[src/rtl/dbnz_pkg.sv]
package dbnz_pkg;
  localparam int PC_W = 16;

  typedef enum logic [1:0] {FORM_NONE, FORM_REG, FORM_DIR} form_e;

  function automatic logic [7:0] dec_wrap(input logic [7:0] v);
    return v - 8'd1;
  endfunction

  function automatic logic [PC_W-1:0] sext_disp(input logic [7:0] d);
    return {{(PC_W-8){d[7]}}, d};
  endfunction

  function automatic logic [PC_W-1:0] pc_advance(input logic [PC_W-1:0] pc,
                                                 input logic [1:0] len);
    return pc + {{(PC_W-2){1'b0}}, len};
  endfunction

  function automatic logic [PC_W-1:0] pc_branch(input logic [PC_W-1:0] pc_next,
                                                input logic [7:0] d);
    return pc_next + sext_disp(d);
  endfunction

  function automatic logic is_io_port(input logic [7:0] a);
    return (a[7:6] == 2'b10) && (a[3:0] == 4'h0);
  endfunction
endpackage

[src/rtl/dbnz_decode.sv]
module dbnz_decode
  import dbnz_pkg::*;
(
  input  logic [7:0] op,
  input  logic [7:0] b1,
  input  logic [7:0] b2,
  input  logic [1:0] bank,
  output logic       valid,
  output logic [7:0] addr,
  output logic [7:0] disp,
  output logic [1:0] len
);
  form_e form;

  always_comb begin
    form = FORM_NONE;
    if (op[7:3] == 5'b11011) form = FORM_REG;
    else if (op == 8'hD5)    form = FORM_DIR;
  end

  always_comb begin
    addr = 8'h00;
    disp = 8'h00;
    len  = 2'd0;
    unique case (form)
      FORM_REG: begin
        addr = {3'b000, bank, op[2:0]};
        disp = b1;
        len  = 2'd2;
      end
      FORM_DIR: begin
        addr = b1;
        disp = b2;
        len  = 2'd3;
      end
      default: ;
    endcase
  end

  assign valid = (form != FORM_NONE);
endmodule

[src/rtl/dbnz_seq.sv]
module dbnz_seq #(
  parameter int TOTAL = 24,
  localparam int CNT_W = (TOTAL > 1) ? $clog2(TOTAL) : 1
) (
  input  logic clk,
  input  logic rst_n,
  input  logic start,
  input  logic valid,
  output logic busy,
  output logic accept,
  output logic rd_strobe,
  output logic fin_strobe
);
  logic             busy_q;
  logic [CNT_W-1:0] cnt_q;
  localparam logic [CNT_W-1:0] LAST = CNT_W'(TOTAL - 1);

  assign accept = start && valid && !busy_q;

  always_ff @(posedge clk) begin
    if (!rst_n) begin
      busy_q <= 1'b0;
      cnt_q  <= '0;
    end else if (!busy_q) begin
      busy_q <= accept;
      cnt_q  <= '0;
    end else if (cnt_q == LAST) begin
      busy_q <= 1'b0;
      cnt_q  <= '0;
    end else begin
      cnt_q  <= cnt_q + 1'b1;
    end
  end

  assign busy       = busy_q;
  assign rd_strobe  = busy_q && (cnt_q == '0);
  assign fin_strobe = busy_q && (cnt_q == LAST);
endmodule

[src/rtl/dbnz_datapath.sv]
module dbnz_datapath
  import dbnz_pkg::*;
(
  input  logic            clk,
  input  logic            rst_n,
  input  logic            load,
  input  logic [7:0]      addr_in,
  input  logic [7:0]      disp_in,
  input  logic [1:0]      len_in,
  input  logic [PC_W-1:0] pc_in,
  input  logic            rd_strobe,
  input  logic [7:0]      rdata,
  output logic [7:0]      addr,
  output logic [7:0]      result,
  output logic            taken,
  output logic [PC_W-1:0] fall_pc,
  output logic [PC_W-1:0] target_pc
);
  logic [7:0]      addr_q, disp_q, opnd_q;
  logic [1:0]      len_q;
  logic [PC_W-1:0] pc_q;

  always_ff @(posedge clk) begin
    if (!rst_n) begin
      addr_q <= '0;
      disp_q <= '0;
      len_q  <= '0;
      pc_q   <= '0;
      opnd_q <= '0;
    end else begin
      if (load) begin
        addr_q <= addr_in;
        disp_q <= disp_in;
        len_q  <= len_in;
        pc_q   <= pc_in;
      end
      if (rd_strobe) opnd_q <= rdata;
    end
  end

  assign addr      = addr_q;
  assign result    = dec_wrap(opnd_q);
  assign taken     = (result != 8'h00);
  assign fall_pc   = pc_advance(pc_q, len_q);
  assign target_pc = pc_branch(fall_pc, disp_q);
endmodule

[src/rtl/dbnz_exec_unit.sv]
module dbnz_exec_unit
  import dbnz_pkg::*;
#(
  parameter int CLKS_PER_MC = 12,
  parameter int MC_PER_INSN = 2
) (
  input  logic            clk,
  input  logic            rst_n,
  input  logic            start,
  input  logic [7:0]      insn_op,
  input  logic [7:0]      insn_b1,
  input  logic [7:0]      insn_b2,
  input  logic [PC_W-1:0] pc_in,
  input  logic [7:0]      psw_in,
  input  logic [7:0]      mem_rdata,
  output logic            busy,
  output logic            done,
  output logic [PC_W-1:0] next_pc,
  output logic [7:0]      psw_out,
  output logic [7:0]      mem_addr,
  output logic            mem_rd,
  output logic            mem_rd_latch,
  output logic            mem_we,
  output logic [7:0]      mem_wdata
);
  localparam int TOTAL_CLKS = CLKS_PER_MC * MC_PER_INSN;

  logic            dec_valid;
  logic [7:0]      dec_addr, dec_disp;
  logic [1:0]      dec_len;
  logic            accept, rd_strobe, fin_strobe;
  logic [7:0]      op_addr, result;
  logic            branch_taken;
  logic [PC_W-1:0] fallthru_pc, target_pc;

  dbnz_decode u_dec (
    .op(insn_op), .b1(insn_b1), .b2(insn_b2), .bank(psw_in[4:3]),
    .valid(dec_valid), .addr(dec_addr), .disp(dec_disp), .len(dec_len)
  );

  dbnz_seq #(.TOTAL(TOTAL_CLKS)) u_seq (
    .clk(clk), .rst_n(rst_n), .start(start), .valid(dec_valid),
    .busy(busy), .accept(accept), .rd_strobe(rd_strobe), .fin_strobe(fin_strobe)
  );

  dbnz_datapath u_dp (
    .clk(clk), .rst_n(rst_n), .load(accept),
    .addr_in(dec_addr), .disp_in(dec_disp), .len_in(dec_len), .pc_in(pc_in),
    .rd_strobe(rd_strobe), .rdata(mem_rdata),
    .addr(op_addr), .result(result), .taken(branch_taken),
    .fall_pc(fallthru_pc), .target_pc(target_pc)
  );

  assign done         = fin_strobe;
  assign mem_addr     = busy ? op_addr : 8'h00;
  assign mem_rd       = rd_strobe;
  assign mem_rd_latch = rd_strobe && is_io_port(op_addr);
  assign mem_we       = fin_strobe;
  assign mem_wdata    = fin_strobe ? result : 8'h00;
  assign next_pc      = !fin_strobe ? '0 : (branch_taken ? target_pc : fallthru_pc);
  assign psw_out      = psw_in;
endmodule

[config.mk]
export PLATFORM = sky130hd
export DESIGN_NAME = dbnz_exec_unit
export DESIGN_NICKNAME = d
export VERILOG_FILES = /design/src/rtl/dbnz_pkg.sv /design/src/rtl/dbnz_decode.sv /design/src/rtl/dbnz_seq.sv /design/src/rtl/dbnz_datapath.sv /design/src/rtl/dbnz_exec_unit.sv
export SDC_FILE = /design/constraint.sdc
export NUM_CORES = 1
export LEC_CHECK = 0
export BUFFER_PORTS_ARGS = -buffer_cell sky130_fd_sc_hd__buf_4
export CAP_MARGIN = 0
export CORE_ASPECT_RATIO = 1.1
export CORE_UTILIZATION = 45
export DETAILED_ROUTE_END_ITERATION = 8
export GPL_TIMING_DRIVEN = 0
export PLACE_DENSITY = 0.74
export SYNTH_ARGS = -nofsm -noshare
export SYNTH_HDL_FRONTEND = slang
export SYNTH_HIERARCHICAL = 1
export SYNTH_SLANG_ARGS = --single-unit
[constraint.sdc]
create_clock -name clk -period 3.1 [get_ports clk]
set_input_delay 0.155 -clock clk [delete_from_list [all_inputs] [get_ports clk]]
set_output_delay 0.155 -clock clk [all_outputs]
set_load 0.01 [all_outputs]
* Word-level counts from Yosys, hierarchy flattened
Index checks and enable logic that the tools add are counted.
** Operators by class
- Divide/modulo/power cells :: 0
- Multiply operators :: 0
- Reductions and logical operators :: 12
- Shift-type cells :: 0
- Order comparisons :: 0
- Bitwise gates (word level) :: 2
- Eq/ne operators :: 6
- $add $sub $neg :: 4
- Muxes and demuxes :: 11
** Operator list (count)
- 2-to-1 mux 16 bit :: 2
- case mux 8 bit (2 select lines) :: 2
- adder 16 bit :: 1
- adder 16 x 2 -> 16 bit :: 1
- 2-to-1 mux 8 bit :: 2
- == test 5 bit, second input constant :: 2
- == test 8 bit, second input constant :: 1
- nonzero test 8 bit :: 1
- subtractor 8 x 1 -> 8 bit, second input constant :: 1
- logical AND 1 bit :: 6
- adder 5 x 1 -> 5 bit, second input constant :: 1
- zero test 5 bit :: 1
- == test 2 bit, second input constant :: 2
- zero test 4 bit :: 1
- 2-to-1 mux 2 bit :: 2
- case mux 2 bit (2 select lines) :: 1
- OR reduction 3 bit :: 1
- == test 2 x 1 -> 1 bit, second input constant :: 1
- 2-to-1 mux 1 bit :: 2
- inverter 1 bit :: 2
- nonzero test 2 bit :: 1
- zero test 1 bit :: 1
** Storage, ports and cells
- Input port bits :: 59
- Latch bits :: 0
- Output and inout bits :: 45
- Memories kept :: 0
- Bits in read-only memories :: 0
- Flip-flop bits (word level) :: 48
- Word-level logic and storage cells :: 42
- Bits in writable memories :: 0

* Logic depth before layout (Yosys ltp)
Gate-level depths: netlist of the first run.
- Depth after elaboration :: 7
- Depth in mapped cells :: 15
- Depth with buffers taken out :: 15

* Modules after synthesis
Netlist of the first run, hierarchy kept.
** Modules (own cells, without submodules)
- dbnz_datapath :: cells an instance 287, sequential area each 840.8 sq um, area an instance 2710.1 sq um, times used 1
- dbnz_exec_unit :: cells an instance 64, sequential area each 0.0 sq um, area an instance 489.2 sq um, times used 1
- dbnz_seq :: cells an instance 29, sequential area each 120.1 sq um, area an instance 279.0 sq um, times used 1
- dbnz_decode :: cells an instance 38, sequential area each 0.0 sq um, area an instance 256.5 sq um, times used 1

* Least setup slack after synthesis of the first run
No wires, ideal clock.
- Kind :: reg2out
- From :: register u_dp.len_q[0]
- To :: output port next_pc[12]
- Data required time :: 2.945 ns
- Setup slack :: 0.099 ns
- Path buffers :: 0
- Stages on the path, launching flop included :: 14
- Arrival :: 2.846 ns
- Cell sequence :: dfxtp_1 ha_1 fa_1 nand3_1 xnor2_1 ha_1 a21o_1 a221oi_2 o311a_4 o21bai_2 a21oi_2 xnor2_1 mux2i_1 nor2b_1
** On the way
- Longest elaborated chain between the ends :: 4
** Ends and longest elaborated chain
- start, declared :: RTL line dbnz_datapath.sv:20 : logic [1:0] len_q;
- start signal, assigned :: RTL line dbnz_datapath.sv:34 : len_q <= len_in;
- adder 16 x 2 -> 16 bit :: RTL line dbnz_pkg.sv:16 : return pc + {{(PC_W-2){1'b0}}, len};
- net fallthru_pc[4] :: RTL line dbnz_exec_unit.sv:34 : logic [PC_W-1:0] fallthru_pc, target_pc;
- adder 16 bit :: RTL line dbnz_pkg.sv:21 : return pc_next + sext_disp(d);
- net target_pc[12] :: RTL line dbnz_exec_unit.sv:34
- 2-to-1 mux 16 bit (2 in a row) :: RTL line dbnz_exec_unit.sv:60 : assign next_pc = !fin_strobe ? '0 : (branch_taken ? target_pc : fallthru_pc);
- end, declared :: RTL line dbnz_exec_unit.sv:18 : output logic [PC_W-1:0] next_pc,
The timed path passes the listed nets, and every way through them passes these cells.

* Final worst setup path of the first run
- From :: register u_dp.pc_q[0]
- To :: output port next_pc[12]
** On the way
- Longest elaborated chain between the ends :: 4
** Ends and longest elaborated chain
- start, declared :: RTL line dbnz_datapath.sv:21 : logic [PC_W-1:0] pc_q;
- start signal, assigned :: RTL line dbnz_datapath.sv:35 : pc_q <= pc_in;
- adder 16 x 2 -> 16 bit :: RTL line dbnz_pkg.sv:16
- net fallthru_pc[4] :: RTL line dbnz_exec_unit.sv:34
- adder 16 bit :: RTL line dbnz_pkg.sv:21
- net target_pc[12] :: RTL line dbnz_exec_unit.sv:34
- 2-to-1 mux 16 bit (2 in a row) :: RTL line dbnz_exec_unit.sv:60
The timed path passes the listed nets, and every way through them passes these cells.

==> flow_summary_export.csv, run 1 <==
group,metric,value,unit
power_and_ir_drop,p_per_area,225,mW/mm2
sta,slew_headroom,0.601,
worst_setup_path,path_cells,"ha_4 -> fa_2 -> nand3_4 -> buf_4 -> xnor2_2 -> ha_4 -> a21o_4 -> a221oi_4 -> o311a_4 -> o21bai_4 -> a21oi_2 -> xnor2_1 -> mux2i_1 -> nor2b_1 -> buf_4",
logic_synthesis,synth_top_family_by_area,"simple AND/OR/NAND/NOR gates",
global_routing,overflow,0,
sta,hold_violations,0,
logic_synthesis,synthAdderAreaFrac,0.0811,
place,dp_cells,623,
floorplan,initial_utilization,0.467,
floorplan,fp.dieH,97.6,um
clocking,clkTransAtPathRegs,0.10,ns
sta,min_period,3.52,ns
route,wl_per_cell,15.1,um
logic_synthesis,synth_xor_area_frac,0.0935,
worst_setup_path,cp_slowest_stage_delay,0.40,ns
finish,utilization,0.649,
logic_synthesis,ys.flop_type,"dfxtp_1",
sta,fin_skew,0.00673,ns
worst_setup_path,worstSetupPathType,"flip-flop to primary output",
floorplan,io_pins,104,
logic_synthesis,synth_largest_area_cell,"dfxtp_1",
clocking,cts_max_path_buffers,2,
floorplan,core,0.00800,mm2
logic_synthesis,synthArstFlopShare,0,
logic_synthesis,yosys.area.top_type_share,0.257,
worst_setup_path,path_delay_family,"compound AO/OA/AOI/OAI gates",
finish,area_growth,38.9,%
sta,setup_slack,-0.421,ns
run_status,violations,"negative setup slack",
clocking,root_buffer,"clkbuf_8",
worst_setup_path,cp-start-kind,"flip-flop",
worst_setup_path,cp_slowest_cell,"fa_2",
logic_synthesis,synth_compound_area_frac,0.104,
finish,drive_gt1_frac,0.380,
clocking,cts_sinks,48,
global_routing,first_global_vias,3384,
global_routing,antenna_found_initial,0,
place,pre_cts_slack,-0.337,ns
logic_synthesis,synth_common_cells,"mux2i_1 (58), nor2b_1 (58), dfxtp_1 (48)",
finish,fin_area,0.00519,mm2
route,dr.pass1.iters,5,
route,highest_layer,"met4",
logic_synthesis,synth_edf_count,0,
clocking,htreeDepth,2,
place,hpwl,6.95,mm
floorplan,rows,34,
route,wl_met2,5.16,mm
finish,diodes,0,
sta,final-setup-viol-count,10,
global_routing,grt_max_degree,16,
logic_synthesis,netlist_area,0.00373,mm2
floorplan,die_w,88.9,um
sta,timing.fmax,0.284,GHz
logic_synthesis,ys_seq_area_frac,0.257,
logic_synthesis,synthSimpleGateAreaFrac,0.250,
sta,whs,0.0975,ns
global_routing,grt_pass1_wl,15.1,mm
route,remaining_drc_errors,0,
run_status,outcome,"complete, but fails checks",
place,place_congestion,0.843,
worst_setup_path,worstPathMaxFanout,4,
place,placement.io_buffers,97,
logic_synthesis,synth_cell_types,59,
worst_setup_path,crit_buf_inv,2,
finish,nets,623,
logic_synthesis,synth_cells,418,
route,vias_per_cell,5.19,
logic_synthesis,muxShareOfSynthArea,0.155,
route,postRouteAntennaNets,0,
route,wirelength,9.82,mm
logic_synthesis,avgSynthCellArea,8.94,um2
logic_synthesis,synth_seq_cells,48,
worst_setup_path,end_kind,"primary output",
clocking,cts_tree,"built",
logic_synthesis,synth_fp_nets,500,
worst_setup_path,required,2.94,ns
sta,max_slew.worst_pin.slew,0.597,ns
logic_synthesis,ys.warnings.count,6,
logic_synthesis,synthTopCellsByArea,"dfxtp_1 (26%), mux2i_1 (16%), nor2b_1 (9.7%)",
worst_setup_path,arrival,3.37,ns
sta,drv_slew,0,
power_and_ir_drop,p_total,1.17,mW
power_and_ir_drop,peakVddDrop,145,uV
sta,rsz0062_at_grt,"true",
route,routed-wl-met3,333,um
route,wirelength_met1,4.05,mm
place,place_area,0.00460,mm2
power_and_ir_drop,p_leak,2.25,nW
sta,setup-tns-final,-3.37,ns
floorplan,dieArea,0.00867,mm2
worst_hold_path,hold_path.class,"input port to flip-flop",
finish,final_cells,650,
sta,timing.final.crit_share,1.14,
clocking,cts_buffers,5,
run,drv_cap,0,
clocking,insertion_delay,0.31,ns
route,drt-initial-drc-count,144,
global_routing,track_usage,0.221,
route,vias,3371,
-- worst min-delay path: stages --
cell and delay, ns:
buf_4 0.08, mux2i_1 0.05, nor2b_1 0.09
-- what timing repair did --
item	CTS	global route
setup buffers	10	10
resized for setup	24	44
hold buffers	0	0
pin swaps	19	37
setup endpoints to repair	11	12
-- flip-flops by register name, summed over array words and instances, names as in the netlist --
signal,flops
u_dp/pc_q,16
u_dp/opnd_q,8
u_seq/busy,1
u_seq/cnt_q,5
u_dp/disp_q,8
u_dp/len_q,2
u_dp/addr,8
-- report_power, final --
| part | internal (mW) | switching (mW) | leakage [nW] |
|---|---|---|---|
| combinational | 0.0886 | 0.0544 | 1.81 |
| clock | 0.183 | 0.220 | 0.0516 |
| sequential | 0.617 | 0.00472 | 0.389 |
| total | 0.889 | 0.279 | 2.25 |
-- cell type report --
cell class | count | area (um2)
fillers | 645 | 2810
inverters | 12 | 45.0
clock buffers | 6 | 82.6
plain buffers | 26 | 178
clock inverters | 2 | 13.8
flip-flops and latches | 48 | 971
multi-input cells | 332 | 2870
repair buffers | 116 | 890
well taps | 108 | 135
-- per-layer routing --
| metal | up-vias | GRT usage |
|---|---|---|
| met2 | 99 | 0.385 |
| met4 | 0 | 0.0993 |
| met3 | 22 | 0.0297 |
| met5 | - | 0 |
| met1 | 1571 | 0.264 |
| li1 | 1679 | - |
-- layout by cell type, fill, tap and decap left out, types with 6 or more instances in the layout --
cell type,count
a21oi_2,7
buf_6,6
clkbuf_8,6
dfxtp_1,44
clkbuf_1,9
inv_1,11
buf_4,121
ha_1,13
nand2_1,13
a22oi_1,10
and2_1,19
nor2b_1,58
mux2i_1,58
nand3_1,7
a21o_1,7
xnor2_2,12
xor2_1,15
xnor2_1,12
nor2_1,30
-- final timing paths --
path / cells after the start / slack (ns) / end / start
setup reg to reg: 5 / 1.02 / u_dp/opnd_q[2]$_SDFFE_PN0P_ / u_seq/busy$_SDFF_PN0_
setup / recovery: 15 / -0.42 / next_pc[12] / u_dp/pc_q[0]$_SDFFE_PN0P_
hold / removal: 3 / 0.1 / u_dp/opnd_q[5]$_SDFFE_PN0P_ / mem_rdata[5]
hold reg to reg: 1 / 0.50 / u_seq/cnt_q[0]$_SDFF_PP0_ / u_seq/cnt_q[0]$_SDFF_PP0_
-- kinds of logic after synthesis --
logic type / after synthesis
multiplexers: 58
AND/OR/NAND/NOR: 163
XOR/XNOR: 39
AO/OA/AOI/OAI: 49
buffers and inverters: 38
adder cells (fa/ha/maj): 23
flip-flops: 48
(Power assumes the default switching activity.)
==> run 2: changes to the inputs <==
==> constraint.sdc (replaced) <==
create_clock -name clk -period 3.1 [get_ports clk]
set_input_delay 0.31 -clock clk [delete_from_list [all_inputs] [get_ports clk]]
set_output_delay 0.31 -clock clk [all_outputs]
set_load 0.01 [all_outputs]
==> flow_summary_export.csv, run 2 (synthesis results as in run 1) <==
group,metric,value,unit
run_status,outcome,"complete, but fails checks",
run_status,violations,"negative setup slack",
power_and_ir_drop,peakVddDrop,184,uV
sta,min_period,3.64,ns
global_routing,met3_usage,0.0272,
finish,area_growth,39.1,%
finish,fill_cells,669,
sta,max_slew.worst_pin.slew,0.572,ns
worst_hold_path,hold_path.class,"input port to flip-flop",
worst_setup_path,cp_slowest_stage_delay,0.37,ns
clocking,cts_tree,"built",
clocking,insertion_delay,0.30,ns
sta,rsz0062_at_grt,"true",
route,vias,3369,
global_routing,first_global_vias,3096,
clocking,cts_sinks,48,
sta,drv_slew,0,
global_routing,met1_usage,0.241,
finish,mostFrequentLayoutCells,"buf_4 (120), mux2i_1 (58), nor2b_1 (58), dfxtp_1 (43), nor2_1 (29)",
route,wl_per_cell,14.8,um
route,dr.pass1.iters,4,
global_routing,track_usage,0.208,
finish,regMostFlops,"u_dp/pc_q",
clocking,cts_buffers,5,
finish,nets,622,
clocking,htreeDepth,2,
place,pre_cts_slack,-0.377,ns
place,hpwl,6.99,mm
place,place_congestion,0.925,
sta,final-setup-viol-count,11,
route,drt-initial-drc-count,184,
global_routing,grt_pass1_wl,14.2,mm
global_routing,met2_usage,0.386,
worst_setup_path,cp-startpoint,"u_dp/pc_q[0]$_SDFFE_PN0P_",
worst_setup_path,end_kind,"primary output",
worst_setup_path,cp_slowest_cell,"dfxtp_4",
clocking,cts_max_path_buffers,2,
finish,largest_reg_flops,16,
global_routing,grt_max_degree,16,
sta,fin_skew,0.0104,ns
worst_hold_path,hold_start,"mem_rdata[5]",
sta,hold_violations,0,
sta,slew_headroom,0.617,
route,wirelength,9.59,mm
floorplan,io_pins,104,
worst_setup_path,required,2.79,ns
floorplan,core,0.00800,mm2
floorplan,initial_utilization,0.467,
finish,drive_gt1_frac,0.373,
worst_setup_path,crit_buf_inv,4,
worst_setup_path,worstPathMaxFanout,3,
worst_setup_path,arrival,3.33,ns
route,vias_per_cell,5.19,
finish,layout_commonest_cell,"buf_4",
worst_setup_path,cp-start-kind,"flip-flop",
place,placement.io_buffers,97,
worst_setup_path,worstSetupPathType,"flip-flop to primary output",
worst_setup_path,path_delay_family,"adder cells",
worst_setup_path,path_cells,"ha_4 -> fa_2 -> nand3_4 -> xnor2_4 -> ha_4 -> buf_6 -> and3_4 -> a221oi_4 -> buf_4 -> buf_6 -> o21bai_4 -> a21oi_2 -> xnor2_1 -> mux2i_1 -> nor2b_1 -> buf_4",
sta,timing.fmax,0.275,GHz
floorplan,dieArea,0.00867,mm2
global_routing,antenna_found_initial,0,
floorplan,die_w,88.9,um
floorplan,fp.dieH,97.6,um
route,postRouteAntennaNets,0,
clocking,root_buffer,"clkbuf_8",
power_and_ir_drop,p_per_area,223,mW/mm2
finish,regArea,975,um2
run,drv_cap,0,
sta,timing.final.crit_share,1.17,
global_routing,grt.busiest_layer,"met2",
sta,setup-tns-final,-4.56,ns
global_routing,overflow,0,
route,remaining_drc_errors,0,
floorplan,rows,34,
sta,setup_slack,-0.536,ns
worst_setup_path,reg2reg_from,"u_seq/busy$_SDFF_PN0_",
clocking,clkTransAtPathRegs,0.09,ns
power_and_ir_drop,p_total,1.16,mW
finish,diodes,0,
finish,multi_input_area,0.00289,mm2
power_and_ir_drop,p_leak,2.22,nW
## run 2: cell count changes in the layout (fill, tap and decap cells not counted), sizes merged
cell and change:
buf -1
## run 2: power breakdown
part	switching, mW	leakage [nW]	internal, mW	total, mW
registers	0.00457	0.390	0.616	0.621
logic	0.0546	1.78	0.0885	0.143
clock network	0.213	0.0516	0.183	0.395
total	0.272	2.22	0.888	1.16
## run 2: layer usage
layer / up-vias / share of wire
met3: 19 / 0.046
met4: 0 / 0.025
met1: 1572 / 0.41
li1: 1669 / -
met2: 109 / 0.52
met5: - / 0
## run 2: cell type report
cell class / count / area share
buffer: 26 / 0.0342
clock buffer: 6 / 0.0159
clock inverter: 2 / 0.00265
inverter: 12 / 0.00867
multi-input combinational: 332 / 0.555
sequential: 48 / 0.188
tap: 108 / 0.0260
timing repair buffer: 115 / 0.170
## run 2: tightest hold or removal path: cells and delay by family
kind                   cells  cell delay, ns
muxes                      1            0.05
and+or+nand+nor            1            0.09
buffers and inverters      1            0.08
## run 2: path summary, 6_finish.rpt
check                                                    to  slack [ns]  cells after the start
worst max register to register  u_dp/opnd_q[3]$_SDFFE_PN0P_        0.99                      5
worst max-delay path                             next_pc[8]       -0.54                     16
worst min-delay path            u_dp/opnd_q[5]$_SDFFE_PN0P_        0.26                      3
worst min register to register    u_seq/cnt_q[0]$_SDFF_PP0_        0.48                      1
## run 2: per-stage QoR
stage	cell area [um2]	util	hold WS, ns	instances
floorplan	3770	-	0.417	418
global placement	4630	0.579	0.442	623
detailed placement	4630	0.579	0.451	623
CTS	4890	0.611	0.259	642
global route	5200	0.650	0.260	649
finish	5200	0.650	0.263	649
## run 2: repair_timing
item / 4_1_cts / 5_1_grt
setup endpoints to repair: 11 / 13
resized for setup: 16 / 43
hold buffers: 0 / 0
pin swaps: 19 / 26
setup buffers: 11 / 7
